[src/rtl/tod_pkg.sv]
// Shared digit type and limits for the time-of-day counter.
package tod_pkg;
    localparam int DIGIT_W = 4;
    typedef logic [DIGIT_W-1:0] bcd_t;
    localparam bcd_t BCD_NINE = 4'd9;
endpackage

[src/rtl/tod_bcd_field.sv]
// Two-digit BCD field. The ones digit counts 0..9 and carries into the tens.
// The whole field returns to 00 when stepped at LAST_TENS/LAST_ONES.
// Assumes step is a single-cycle enable in the clk domain.
module tod_bcd_field #(
    parameter tod_pkg::bcd_t LAST_TENS = 4'd5,
    parameter tod_pkg::bcd_t LAST_ONES = 4'd9
) (
    input  logic          clk,
    input  logic          rst_n,
    input  logic          step,
    output tod_pkg::bcd_t ones,
    output tod_pkg::bcd_t tens,
    output logic          at_last
);
    import tod_pkg::*;

    // Flags the terminal value of this field.
    always_comb at_last = (tens == LAST_TENS) && (ones == LAST_ONES);

    // Digit update: clear on reset, wrap at terminal value, else BCD increment.
    always_ff @(posedge clk) begin
        if (!rst_n) begin
            ones <= '0;
            tens <= '0;
        end else if (step) begin
            if (at_last) begin
                ones <= '0;
                tens <= '0;
            end else if (ones == BCD_NINE) begin
                ones <= '0;
                tens <= tens + 1'b1;
            end else begin
                ones <= ones + 1'b1;
            end
        end
    end
endmodule

[src/rtl/tod_step_ctl.sv]
// Step and carry steering between the three fields. A field under
// calibration steps on cal_tick, ignores its incoming carry and emits none.
// Purely combinational; assumes all enables are in the clk domain.
module tod_step_ctl (
    input  logic sec_tick,
    input  logic cal_tick,
    input  logic cal_min,
    input  logic cal_hr,
    input  logic sec_last,
    input  logic min_last,
    output logic sec_step,
    output logic min_step,
    output logic hr_step,
    output logic sec_carry,
    output logic min_carry
);
    // Carry strobes from the terminal state of each field.
    always_comb begin
        sec_carry = sec_tick & sec_last;
        min_carry = sec_carry & min_last & ~cal_min;
    end

    // Step source for each field: calibration rate or carry chain.
    always_comb begin
        sec_step = sec_tick;
        min_step = cal_min ? cal_tick : sec_carry;
        hr_step  = cal_hr  ? cal_tick : min_carry;
    end
endmodule

[src/rtl/tod_counter.sv]
// 24-hour BCD time-of-day counter. It advances on a one-cycle second tick
// and has minutes and hours calibration that leaves the other fields running.
// Assumes calibration levels are clean and synchronous to clk.
module tod_counter (
    input  logic       clk,
    input  logic       rst_n,
    input  logic       sec_tick,
    input  logic       cal_tick,
    input  logic       cal_min,
    input  logic       cal_hr,
    output logic [3:0] sec_ones,
    output logic [3:0] sec_tens,
    output logic [3:0] min_ones,
    output logic [3:0] min_tens,
    output logic [3:0] hr_ones,
    output logic [3:0] hr_tens,
    output logic       sec_carry,
    output logic       min_carry
);
    logic sec_step, min_step, hr_step;
    logic sec_last, min_last, hr_last;

    tod_step_ctl u_ctl (
        .sec_tick (sec_tick),
        .cal_tick (cal_tick),
        .cal_min  (cal_min),
        .cal_hr   (cal_hr),
        .sec_last (sec_last),
        .min_last (min_last),
        .sec_step (sec_step),
        .min_step (min_step),
        .hr_step  (hr_step),
        .sec_carry(sec_carry),
        .min_carry(min_carry)
    );

    tod_bcd_field #(.LAST_TENS(4'd5), .LAST_ONES(4'd9)) u_sec (
        .clk(clk), .rst_n(rst_n), .step(sec_step),
        .ones(sec_ones), .tens(sec_tens), .at_last(sec_last)
    );

    tod_bcd_field #(.LAST_TENS(4'd5), .LAST_ONES(4'd9)) u_min (
        .clk(clk), .rst_n(rst_n), .step(min_step),
        .ones(min_ones), .tens(min_tens), .at_last(min_last)
    );

    tod_bcd_field #(.LAST_TENS(4'd2), .LAST_ONES(4'd3)) u_hr (
        .clk(clk), .rst_n(rst_n), .step(hr_step),
        .ones(hr_ones), .tens(hr_tens), .at_last(hr_last)
    );
endmodule

[config.mk]
export PLATFORM = sky130hd
export DESIGN_NAME = tod_counter
export DESIGN_NICKNAME = d
export VERILOG_FILES = /design/src/rtl/tod_pkg.sv /design/src/rtl/tod_bcd_field.sv /design/src/rtl/tod_step_ctl.sv /design/src/rtl/tod_counter.sv
export SDC_FILE = /design/constraint.sdc
export NUM_CORES = 1
export LEC_CHECK = 0
export BUFFER_PORTS_ARGS = -buffer_cell sky130_fd_sc_hd__buf_2
export CAP_MARGIN = 10
export CELL_PAD_IN_SITES_DETAIL_PLACEMENT = 1
export CELL_PAD_IN_SITES_GLOBAL_PLACEMENT = 1
export CORE_MARGIN = 2
export CORE_UTILIZATION = 40
export CTS_CLUSTER_SIZE = 10
export DETAILED_ROUTE_END_ITERATION = 12
export GPL_TIMING_DRIVEN = 1
export PLACE_DENSITY_LB_ADDON = 0.1
export SYNTH_ARGS = -nofsm -noshare
export SYNTH_HDL_FRONTEND = slang
export SYNTH_HIERARCHICAL = 1
export SYNTH_SLANG_ARGS = --single-unit
[constraint.sdc]
create_clock -name clk -period 2.8 [get_ports clk]
set_input_delay 0.28 -clock clk [delete_from_list [all_inputs] [get_ports clk]]
set_output_delay 0.28 -clock clk [all_outputs]
set_load 0.01 [all_outputs]
Yosys cells after proc, flatten, opt, wreduce, memory -nomap -nowiden
Index checks and enable logic that the tools add are counted.

Bits of input ports: 6. Flip-flop bits (word level): 24. Logic and storage cells: 46. Output and inout bits: 26.

Reduce and logical (&&, ||, !) cells: 9. Equal/unequal tests: 7. Bitwise gates (word level): 4. Add/subtract/negate cells: 6. Multiplexer cells: 14.

Operators by type and width (number): $mux 4 (12); $add 4x1->4 const B (6); $eq 4x4->1 const B (3); $eq 4x2->1 const B (2); $eq 4x3->1 const B (2); $reduce_and 2->1 (3); $reduce_bool 2->1 (3); $and 1x1->1 (3); $logic_and 1x1->1 (3); $mux 1 (2); $not 1->1 (1).

Longest topological paths before layout
Gate-level depths: netlist of run 1.

Word-level depth: 7. Mapped depth: 10. Mapped depth without buffers: 9.

Hierarchy
The synthesis of run 1 kept the hierarchy.

By module, submodules not included: tod_bcd_field at u_min ... (times used 2, cells each 44, sequential area each 160.2 um^2, area an instance 451.7 um^2); tod_bcd_field at u_hr (times used 1, cells each 50, sequential area each 160.2 um^2, area an instance 461.7 um^2); tod_step_ctl (times used 1, cells each 9, sequential area each 0.0 um^2, area an instance 52.6 um^2).

Least setup slack after synthesis of run 1
No wires, ideal clock.

Path kind: register to register. Start point: register u_sec.tens[0]. End point: register u_min.tens[2]. Path slack: 0.475 ns. Data arrival time: 2.210 ns. Setup time: 0.116 ns. Path buffers: 1. Period minus slack after synthesis: 2.325 ns. Data required time: 2.684 ns. Cell stages (with the launch flop): 10. Path through: dfxtp_1 ha_1 nand3b_1 nor3_1 nand2_1 o21ai_0 and4b_1 buf_6 o21ai_0 a31o_1.

Cells in the longest elaborated chain, start to end: 5.

Ends and longest elaborated chain: from (decl) (RTL line tod_bcd_field.sv:12) `output tod_pkg::bcd_t tens,`; from (signal assigned) (RTL line tod_bcd_field.sv:31) `tens <= tens + 1'b1;`; $eq 4x3->1 (RTL line tod_bcd_field.sv:18) `always_comb at_last = (tens == LAST_TENS) && (ones == LAST_ONES);`; $logic_and 1x1->1 (RTL line tod_bcd_field.sv:18); net sec_last (RTL line tod_counter.sv:21) `logic sec_last, min_last, hr_last;`; $and 1x1->1 (RTL line tod_step_ctl.sv:19) `sec_carry = sec_tick & sec_last;`; $mux 1 (RTL line tod_step_ctl.sv:26) `min_step = cal_min ? cal_tick : sec_carry;`; net min_step (RTL line tod_counter.sv:20) `logic sec_step, min_step, hr_step;`; $reduce_and 2->1 (no line); to (signal assigned) (RTL line tod_bcd_field.sv:31); to (decl) (RTL line tod_bcd_field.sv:12).

The timed path passes the listed nets, and every way through them passes these cells. A chain may end at the register's enable or synchronous reset.

Final worst setup path of run 1
Start point: register u_sec.tens[0]. End point: register u_hr.tens[3].

Cells in the longest elaborated chain, start to end: 7.

Ends and longest elaborated chain: $eq 4x3->1 (RTL line tod_bcd_field.sv:18); $logic_and 1x1->1 (RTL line tod_bcd_field.sv:18); net sec_last (RTL line tod_counter.sv:21); $and 1x1->1 (RTL line tod_step_ctl.sv:19); $and 1x1->1 (2 in a row) (RTL line tod_step_ctl.sv:20) `min_carry = sec_carry & min_last & ~cal_min;`; $mux 1 (RTL line tod_step_ctl.sv:27) `hr_step = cal_hr ? cal_tick : min_carry;`; net hr_step (RTL line tod_counter.sv:20); $reduce_and 2->1 (no line); to (signal assigned) (RTL line tod_bcd_field.sv:31); to (decl) (RTL line tod_bcd_field.sv:12).

The timed path passes the listed nets, and every way through them passes these cells.

==> results.md, run 1 <==
CTS:
- The root cell of the clock tree is clkbuf_4.
- TritonCTS built the clock tree.
- Clock-pin slew was measured on the worst setup and hold paths at 0.13 ns.
- The H-tree depth is 1.
- Buffers inserted to repair hold after CTS numbered 0.
- The TritonCTS buffer count is 3.
- The clock net sink count is 24.
- Once the clock tree was built, the setup fixing pass inserted 0 buffers.
- Gates resized during post-CTS repair numbered 0.
- The later pin in the worst-skew pair is clocked with a latency of 0.31 ns.
- The worst-case clock buffer depth is 2.

Critical path:
- The endpoint identified for the worst register-to-register timing path is u_hr/tens[3].
- On the worst path, the slowest cell contributes a delay of 0.50 ns.
- The start of the worst register-to-register path is u_sec/tens[0].
- The kind of launch point of the worst setup path is a flip-flop.
- The kind of cell adding the most delay to the critical path is simple AND/OR/NAND/NOR gates.
- Together, buffers and inverters on the worst path number 0.
- The required time of the critical path is 3.05 ns.
- Across all register-to-register paths, the minimum setup slack is 0.44 ns.
- On the critical path, the stage with the largest delay is an instance of dfxtp_1.
- Counting cells, the worst reg-to-reg path comes to 8.
- The critical path depth is 8.
- The worst setup path is of the reg -> reg kind.
- Of all nets on the critical path, the largest fanout is 9.
- The worst setup path is captured at a flip-flop.
- The critical path goes through ha_1, nand3b_1, nor3_1, nand2_1, o41ai_2, nand4b_2, or3_1, a21boi_0.
- Data arrives at the worst endpoint at 2.61 ns.

Detailed routing:
- After the first detailed-routing iteration, the DRC count stood at 28.
- The remaining routing DRC violations is 0.
- Summed over all nets, wire length on met2 after detailed routing comes to 1560 um.
- The final antenna-violating net count is 0.
- The sum of met3 wire segment lengths after detailed routing is 80 um.
- Wires add up to 2970 um.
- Dividing the detail-routed via count by the number of cells gives 5.17.
- The first TritonRoute pass finished after 4 iterations.
- The highest metal layer with signal wires is met4.
- The detailed router put a total of 1310 um of wire on met1.
- The detail-routed net length per standard cell is 13.3 um.
- The via count is 1159.

Synth:
- The top cell type by area accounts for 33.9% of the synthesized area.
- The number of distinct library cells after synthesis is 34.
- dfxtp_1 takes more of the synthesized area than any other cell.
- The post-synthesis cell area is 1420 um^2.
- The net count after synthesis is 165.
- The portion of the post-synthesis area used by sequential elements is 33.9%.
- Yosys printed 6 warnings.
- Yosys attributes the largest share of cell area to dfxtp_1, ha_1, nand2_1.
- The number of standard cells after synthesis is 147.
- The average size of a mapped cell is 9.64 um^2.
- In this run, synthesis produced a sequential element count of 24.

Layout:
- The library cells used most frequently in the layout, excluding fill and tap cells, are buf_2, dfxtp_1, nand2_1.
- Summing all multi-input logic gate instances after layout gives 855 um^2.
- The number of antenna repair diodes is 0.
- The sequential cells in the finished layout cover a total of 480 um^2.
- The final cell utilization of the core is 48.4%.
- The filler cells instantiated in the layout total 420.
- In the final layout, the share of cells above drive strength 1 is 28.1%.
- Leaving out fill and tap cells, the most frequent cell in the layout is buf_2.
- The final net count is 198.
- The post-layout instance count excluding filler cells is 224.
- The area growth from synthesis to layout is 14.7%.

Timing:
- Setup violations remaining at the end of the flow were counted as 0.
- The largest clock skew in the final design is 0.00485 ns.
- The worst-margin pin slew is 0.486 ns.
- The upper clock frequency limit is 423 MHz.
- Measured against its own limit, the worst slew margin works out to 67.6%.
- Adding up every negative setup slack in the final design gives 0 ns.
- Setup repair after global routing left no endpoint under its margin.
- The number of max-slew violations in the final report is 0.
- The number of hold violations in the final report is 0.
- The final cycle utilization of the critical path is 84.4%.
- The final critical path time including I/O delays and setup is 2.36 ns.
- On the final layout, the worst hold slack is 0.254 ns.

Place:
- The routability-driven placement congestion ratio is 0.799.
- In this run the tool buffered the top-level ports with 31 buffer cells.
- After legalization and detailed placement, the total HPWL measured 2300 um.
- The total placed cells including tap cells is 221.

Floorplanning:
- For this configuration, the core starts out at a cell density of 42.2%.
- The die boundary height is 63.5 um.
- The die is 63.5 um wide.
- The core box area is 3360 um^2.
- The die covers 4040 um^2.
- The floorplan has 21 rows.
- The top-level I/O count is 32.

Power:
- The cell-internal power is 425 uW.
- The net switching power figure is 142 uW.
- Of the total power, the share spent switching nets is 25.0%.
- The standby leakage power is 0.000773 uW.
- The peak ir drop on the vdd network is 0.000155 V.
- The total power consumption of the routed design is 566 uW.
- Registers are responsible for 63.3% of the overall power.
- Combinational logic burns 10.5% of the power.
- The clock network accounts for 26.2% of the total power.
- The power per standard cell area is 348 nW/um^2.

Outcome:
- The flow ran to the end, and the final reports show no timing, DRC or antenna violations.

GRT:
- The total global routing overflow is 0.
- The global-route wire length before repair is 5250 um.
- Entering global routing, the biggest net connects 26 pins.
- The overall global routing resource usage is 16.1%.
- The number of global-route vias before repair came to 1193.
- The number of antenna violations at the first check in global routing is 0.

Min path:
- The origin of the worst min-delay path is sec_tick.
- The worst hold path passes through 2 cells.
- The worst hold path terminates at u_sec/ones[1].
- The path class of the tightest hold or removal check is in -> reg.

Run:
- The max-cap check violation count is 0.
[power by group through the flow]
| stage | sequential [uW] | clock (uW) | combinational (uW) |
|---|---|---|---|
| after floorplan | 368 | 0 | 34.2 |
| after global placement | 366 | 0 | 58.1 |
| after detailed placement | 367 | 0 | 59.8 |
| after CTS | 359 | 164 | 60.2 |
| after global routing | 361 | 176 | 66.7 |
| final | 359 | 149 | 59.3 |
[synth_stat cells, drive strengths merged]
master and instances:
a211oi 2, a21boi 2, a31o 2, and2b 1
and4b 4, buf 4, clkbuf 1, dfxtp 24
ha 12, inv 11, mux2i 2, nand2 15
nand2b 2, nand3 3, nand3b 7, nand4 6
nand4b 3, nor2 11, nor2b 2, nor3 3
o2111a 1, o211a 2, o21a 2, o21ai 8
o31ai 2, o32ai 2, o41ai 1, or3 4
or4 1, xnor2 3, xor2 4
[worst max-delay path by stage]
stage	start	end	slack, ns
2_1_floorplan	u_sec/tens[0]	u_min/tens[2]	0.47
6_report	u_sec/tens[0]	u_hr/tens[3]	0.44
3_3_place_gp	u_min/tens[0]	u_hr/tens[3]	0.57
3_5_place_dp	u_sec/tens[0]	u_hr/tens[3]	0.43
4_1_cts	u_sec/tens[0]	u_hr/tens[3]	0.40
5_1_grt	u_sec/tens[0]	u_hr/tens[3]	0.25
[worst register-to-register path, cell delays in order, from the launching register on]
cell	delay (ns)
dfxtp_1	0.50
ha_1	0.23
nand3b_1	0.12
nor3_1	0.18
nand2_1	0.14
o41ai_2	0.31
nand4b_2	0.26
or3_1	0.41
a21boi_0	0.16
[per-layer routing]
metal	track usage [%]	vias up
met5	0	-
met3	2.68	2
met1	18.4	562
li1	-	583
met2	29.3	12
met4	6.25	0
[registers in the layout, indices dropped and copies added (netlist names)]
signal,flops
u_hr/ones,4
u_hr/tens,4
u_min/ones,4
u_min/tens,4
u_sec/ones,4
u_sec/tens,4
[layout make-up]
type	count	share of cell area, %
Tap cell	46	3.54
Multi-Input combinational cell	107	52.5
Sequential cell	24	29.5
Inverter	11	2.54
Timing Repair Buffer	33	10.5
Clock buffer	3	1.38
[cell families (layout without fill, tap and decap cells)]
kind of cell | count (synthesis) | after routing | share of synthesized area [%]
adders and majority gates | 12 | 12 | 10.6
muxes | 2 | 2 | 1.41
DFF | 24 | 24 | 33.9
AOI/OAI and AO/OA | 24 | 24 | 15.4
and+or+nand+nor | 62 | 62 | 28.6
xor gates and xnor gates | 7 | 7 | 4.32
buffers and inverters | 16 | 47 | 5.82
[stage by stage]
step                area (um^2)  setup slack, ns
floorplan                  1420            0.475
global placement           1600            0.567
detailed placement         1600            0.427
CTS                        1630            0.404
global route               1630            0.252
finish                     1630            0.438
Note: power is estimated with default switching activity, not from simulation.
==> run 2: changes to the inputs <==
- CORE_UTILIZATION: 40 -> 36
- clock period: 2.8 -> 1.9 ns (I/O delays scaled with it)
==> run 2 against run 1 <==
Against the previous run:
- the flow now finishes with violations (setup timing)
- via count rose by 11%
- register-to-register slack got worse by 0.63 ns
- design area rose by 20%
- core utilization rose by 4.3 points
- setup slack got worse by 0.63 ns
- clock skew rose by 0.00079 ns
- global-route usage rose by 1.2 points
- sequential share of layout area fell by 3.9 points
- cell count rose by 14%
- die area rose by 10%
- largest cell class unchanged
- highest routed layer unchanged
==> results.md, run 2 (same netlist as run 1, synthesis figures left out) <==
Outcome:
- The flow ran to the end, but the final reports show violations.
- The checks that failed: setup timing.

Detailed routing:
- The sum of met3 wire segment lengths after detailed routing is 89 um (+11%).
- The per-cell via count in the routed design is 5.04 (-2.7%).
- The detailed-routed wire length on met2 was 1830 um (+17%).
- The met1 layer wirelength in the final routing was 1650 um (+26%).
- The number of DRC markers in iteration 0 is 19 (-32%).
- The via count is 1284 (+11%).
- The highest metal layer with signal wires is met4.
- The final wirelength came to 3610 um (+21%).
- The count of TritonRoute iterations in the first routing pass is 3 (-1).
- The final antenna-violating net count is 0 (unchanged).
- The detail-routed net length per standard cell is 14.1 um (+6.6%).
- The remaining routing DRC violations is 0 (unchanged).

Timing:
- Setup repair after global routing could not meet its margin everywhere.
- The relative slew slack is 66.8% (-0.86 points).
- The setup violation total in the final timing report was 14 (+14).
- The final critical path time including I/O delays and setup is 2.09 ns (-0.273 ns).
- The number of hold violations in the final report came to 0 (unchanged).
- The largest clock skew in the final design is 0.00565 ns (+0.000793 ns).
- The upper clock frequency limit was 479 MHz (+13%).
- The number of max-slew violations in the final report was 0 (unchanged).
- The final cycle utilization of the critical path is 110% (+26 points).
- The sum of negative setup slack was -1.53 ns (-1.53 ns).
- The worst-margin pin slew came to 0.499 ns (+0.0130 ns).
- The smallest setup slack after layout is -0.189 ns (-0.627 ns).

Critical path:
- The cell depth of the worst flop-to-flop path is 12 (+4).
- The required time of the critical path is 2.06 ns (-0.99 ns).
- The critical path goes through inv_2, ha_4, nand3b_1, nor3_1, nand2_1, buf_4, buf_6, o21ai_4, and4b_2, buf_6, nand4_4, mux2i_1.
- The cell that appears most often on the critical path is buf_6.
- The kind of launch point of the worst setup path is a flip-flop.
- The stage delay of the slowest cell on the critical path is 0.35 ns (-0.15 ns).
- The endpoint kind of the worst setup timing path is a flip-flop.
- The largest fanout of any net on the critical path is 5 (-4).
- The data arrival at the endpoint of the critical path is 2.25 ns (-0.36 ns).
- The slowest cell on the critical path is dfxtp_4.
- The critical path is of the reg -> reg type.

Min path:
- The cell count of the worst hold path is 2 (unchanged).
- The classification of the worst-slack hold path is in -> reg.

Layout:
- The number of antenna repair diodes is 0 (unchanged).
- The library cell used most frequently in the layout, excluding fill and tap cells, is buf_2.
- The final net count is 226 (+14%).
- The final cell utilization of the core is 52.6% (+4.3 points).
- In the layout the commonest cells are buf_2, buf_4, dfxtp_1.
- The post-synthesis to final-layout area growth is 38.0%.
- The fraction of layout cells with a size suffix above 1 came to 45.9% (+18 points).

CTS:
- The clock net sink count was 24 (unchanged).
- The root buffer cell chosen for the clock tree is clkbuf_8.
- The clock network latency to the later pin of the worst-skew pair was 0.27 ns (-0.04 ns).
- The clock slew at the register clock pins of the worst setup and hold paths came to 0.08 ns (-0.05 ns).
- The TritonCTS buffer count came to 3 (unchanged).
- The worst-case clock buffer depth was 2 (unchanged).
- The CTS tree is yes.
- The H-tree depth was 1 (unchanged).

Run:
- The max-cap check violation count is 0 (unchanged).

GRT:
- The pin count of the biggest net entering global routing is 26 (unchanged).
- The total global routing overflow is 0 (unchanged).
- The overall global routing resource usage was 17.3% (+1.2 points).
- The number of global-route vias before repair came to 1299 (+8.9%).
- The global-route wire length before repair is 5860 um (+12%).
- The number of antenna violations at the first check in global routing came to 0 (unchanged).

Power:
- The sequential share of power came to 54.4% (-8.9 points).
- The standby leakage power is 0.000949 uW (+23%).
- The clock network power share came to 33.3% (+7.1 points).
- The net switching power figure was 239 uW (+69%).
- The cell-internal power came to 713 uW (+68%).
- The part of the power in combinational logic is 12.3% (+1.8 points).
- The switching share of power is 25.1% (+0.078 points).
- The peak ir drop on the vdd network is 0.000213 V (+37%).
- The power per standard cell area was 487 nW/um^2 (+40%).

Place:
- The number of input and output port buffers inserted was 31 (unchanged).
- The post-detailed-placement half-perimeter wirelength was 2740 um (+19%).
- The routability-driven placement congestion ratio was 0.775 (-2.9%).

Floorplanning:
- The full die area is 4460 um^2 (+10%).
- The starting density of the core is 38.1% (-4.0 points).
- The horizontal die dimension is 66.8 um (+5.1%).
- The site row count came to 22 (+4.8%).
- The core box area is 3720 um^2 (+10%).
- The die boundary height is 66.8 um (+5.1%).
- The top-level I/O count was 32 (unchanged).
-- run 2: path summary, 6_finish.rpt --
path                                     from  slack (ns)             to
worst max-delay path            u_sec/tens[1]       -0.19  u_min/tens[3]
worst min-delay path                 sec_tick        0.20  u_sec/ones[1]
worst max register to register  u_sec/tens[1]       -0.19  u_min/tens[3]
worst min register to register   u_hr/ones[1]        0.54   u_hr/ones[1]
-- run 2: layout make-up --
cell class | count | area [um^2]
clock buffer | 4 | 45.0
inverter | 11 | 41.3
timing repair buffer | 61 | 388
multi-input combinational | 107 | 921
sequential | 24 | 500
tap | 48 | 60.1
fill | 461 | 1760
-- run 2: per-layer routing --
layer  vias to the layer above  global-route usage [%]
li1                        642                       -
met1                       621                    20.9
met2                        17                    30.8
met3                         4                    2.70
met4                         0                    6.12
met5                         -                       0
-- run 2: critical path, delay by kind of cell (launching register included) --
kind	cells	cell delay, ns
AND/OR/NAND/NOR	5	0.81
flip-flops	1	0.35
buffers and inverters	4	0.46
AO/OA/AOI/OAI	1	0.12
adder cells (fa/ha/maj)	1	0.12
multiplexers	1	0.12
-- run 2: power groups by stage --
| stage | combinational, uW | sequential (uW) | clock (uW) |
|---|---|---|---|
| 2_1_floorplan | 52.3 | 539 | 0 |
| 3_3_place_gp | 110 | 528 | 0 |
| 3_5_place_dp | 114 | 530 | 0 |
| 4_1_cts | 117 | 518 | 333 |
| 5_1_grt | 130 | 520 | 353 |
| 6_report | 117 | 518 | 317 |
-- run 2: metrics by stage --
stage	setup slack (ns)	hold WS (ns)	area [um^2]	instances	power (uW)
3_5_place_dp	-0.184	0.483	1840	247	644
3_3_place_gp	-0.0820	0.472	1840	247	638
2_1_floorplan	-0.0422	0.330	1480	147	591
4_1_cts	-0.200	0.191	1930	254	968
5_1_grt	-0.306	0.208	1960	255	1000
6_report	-0.189	0.201	1960	255	952
-- run 2: what timing repair did --
item                                   4_1_cts  5_1_grt
buffers inserted                             3        1
gates resized for setup                      5        7
pin swaps                                    2        3
endpoints found under the hold margin        0        0
hold buffers                                 0        0
cloned                                       0        0
setup endpoints to repair                   14       17
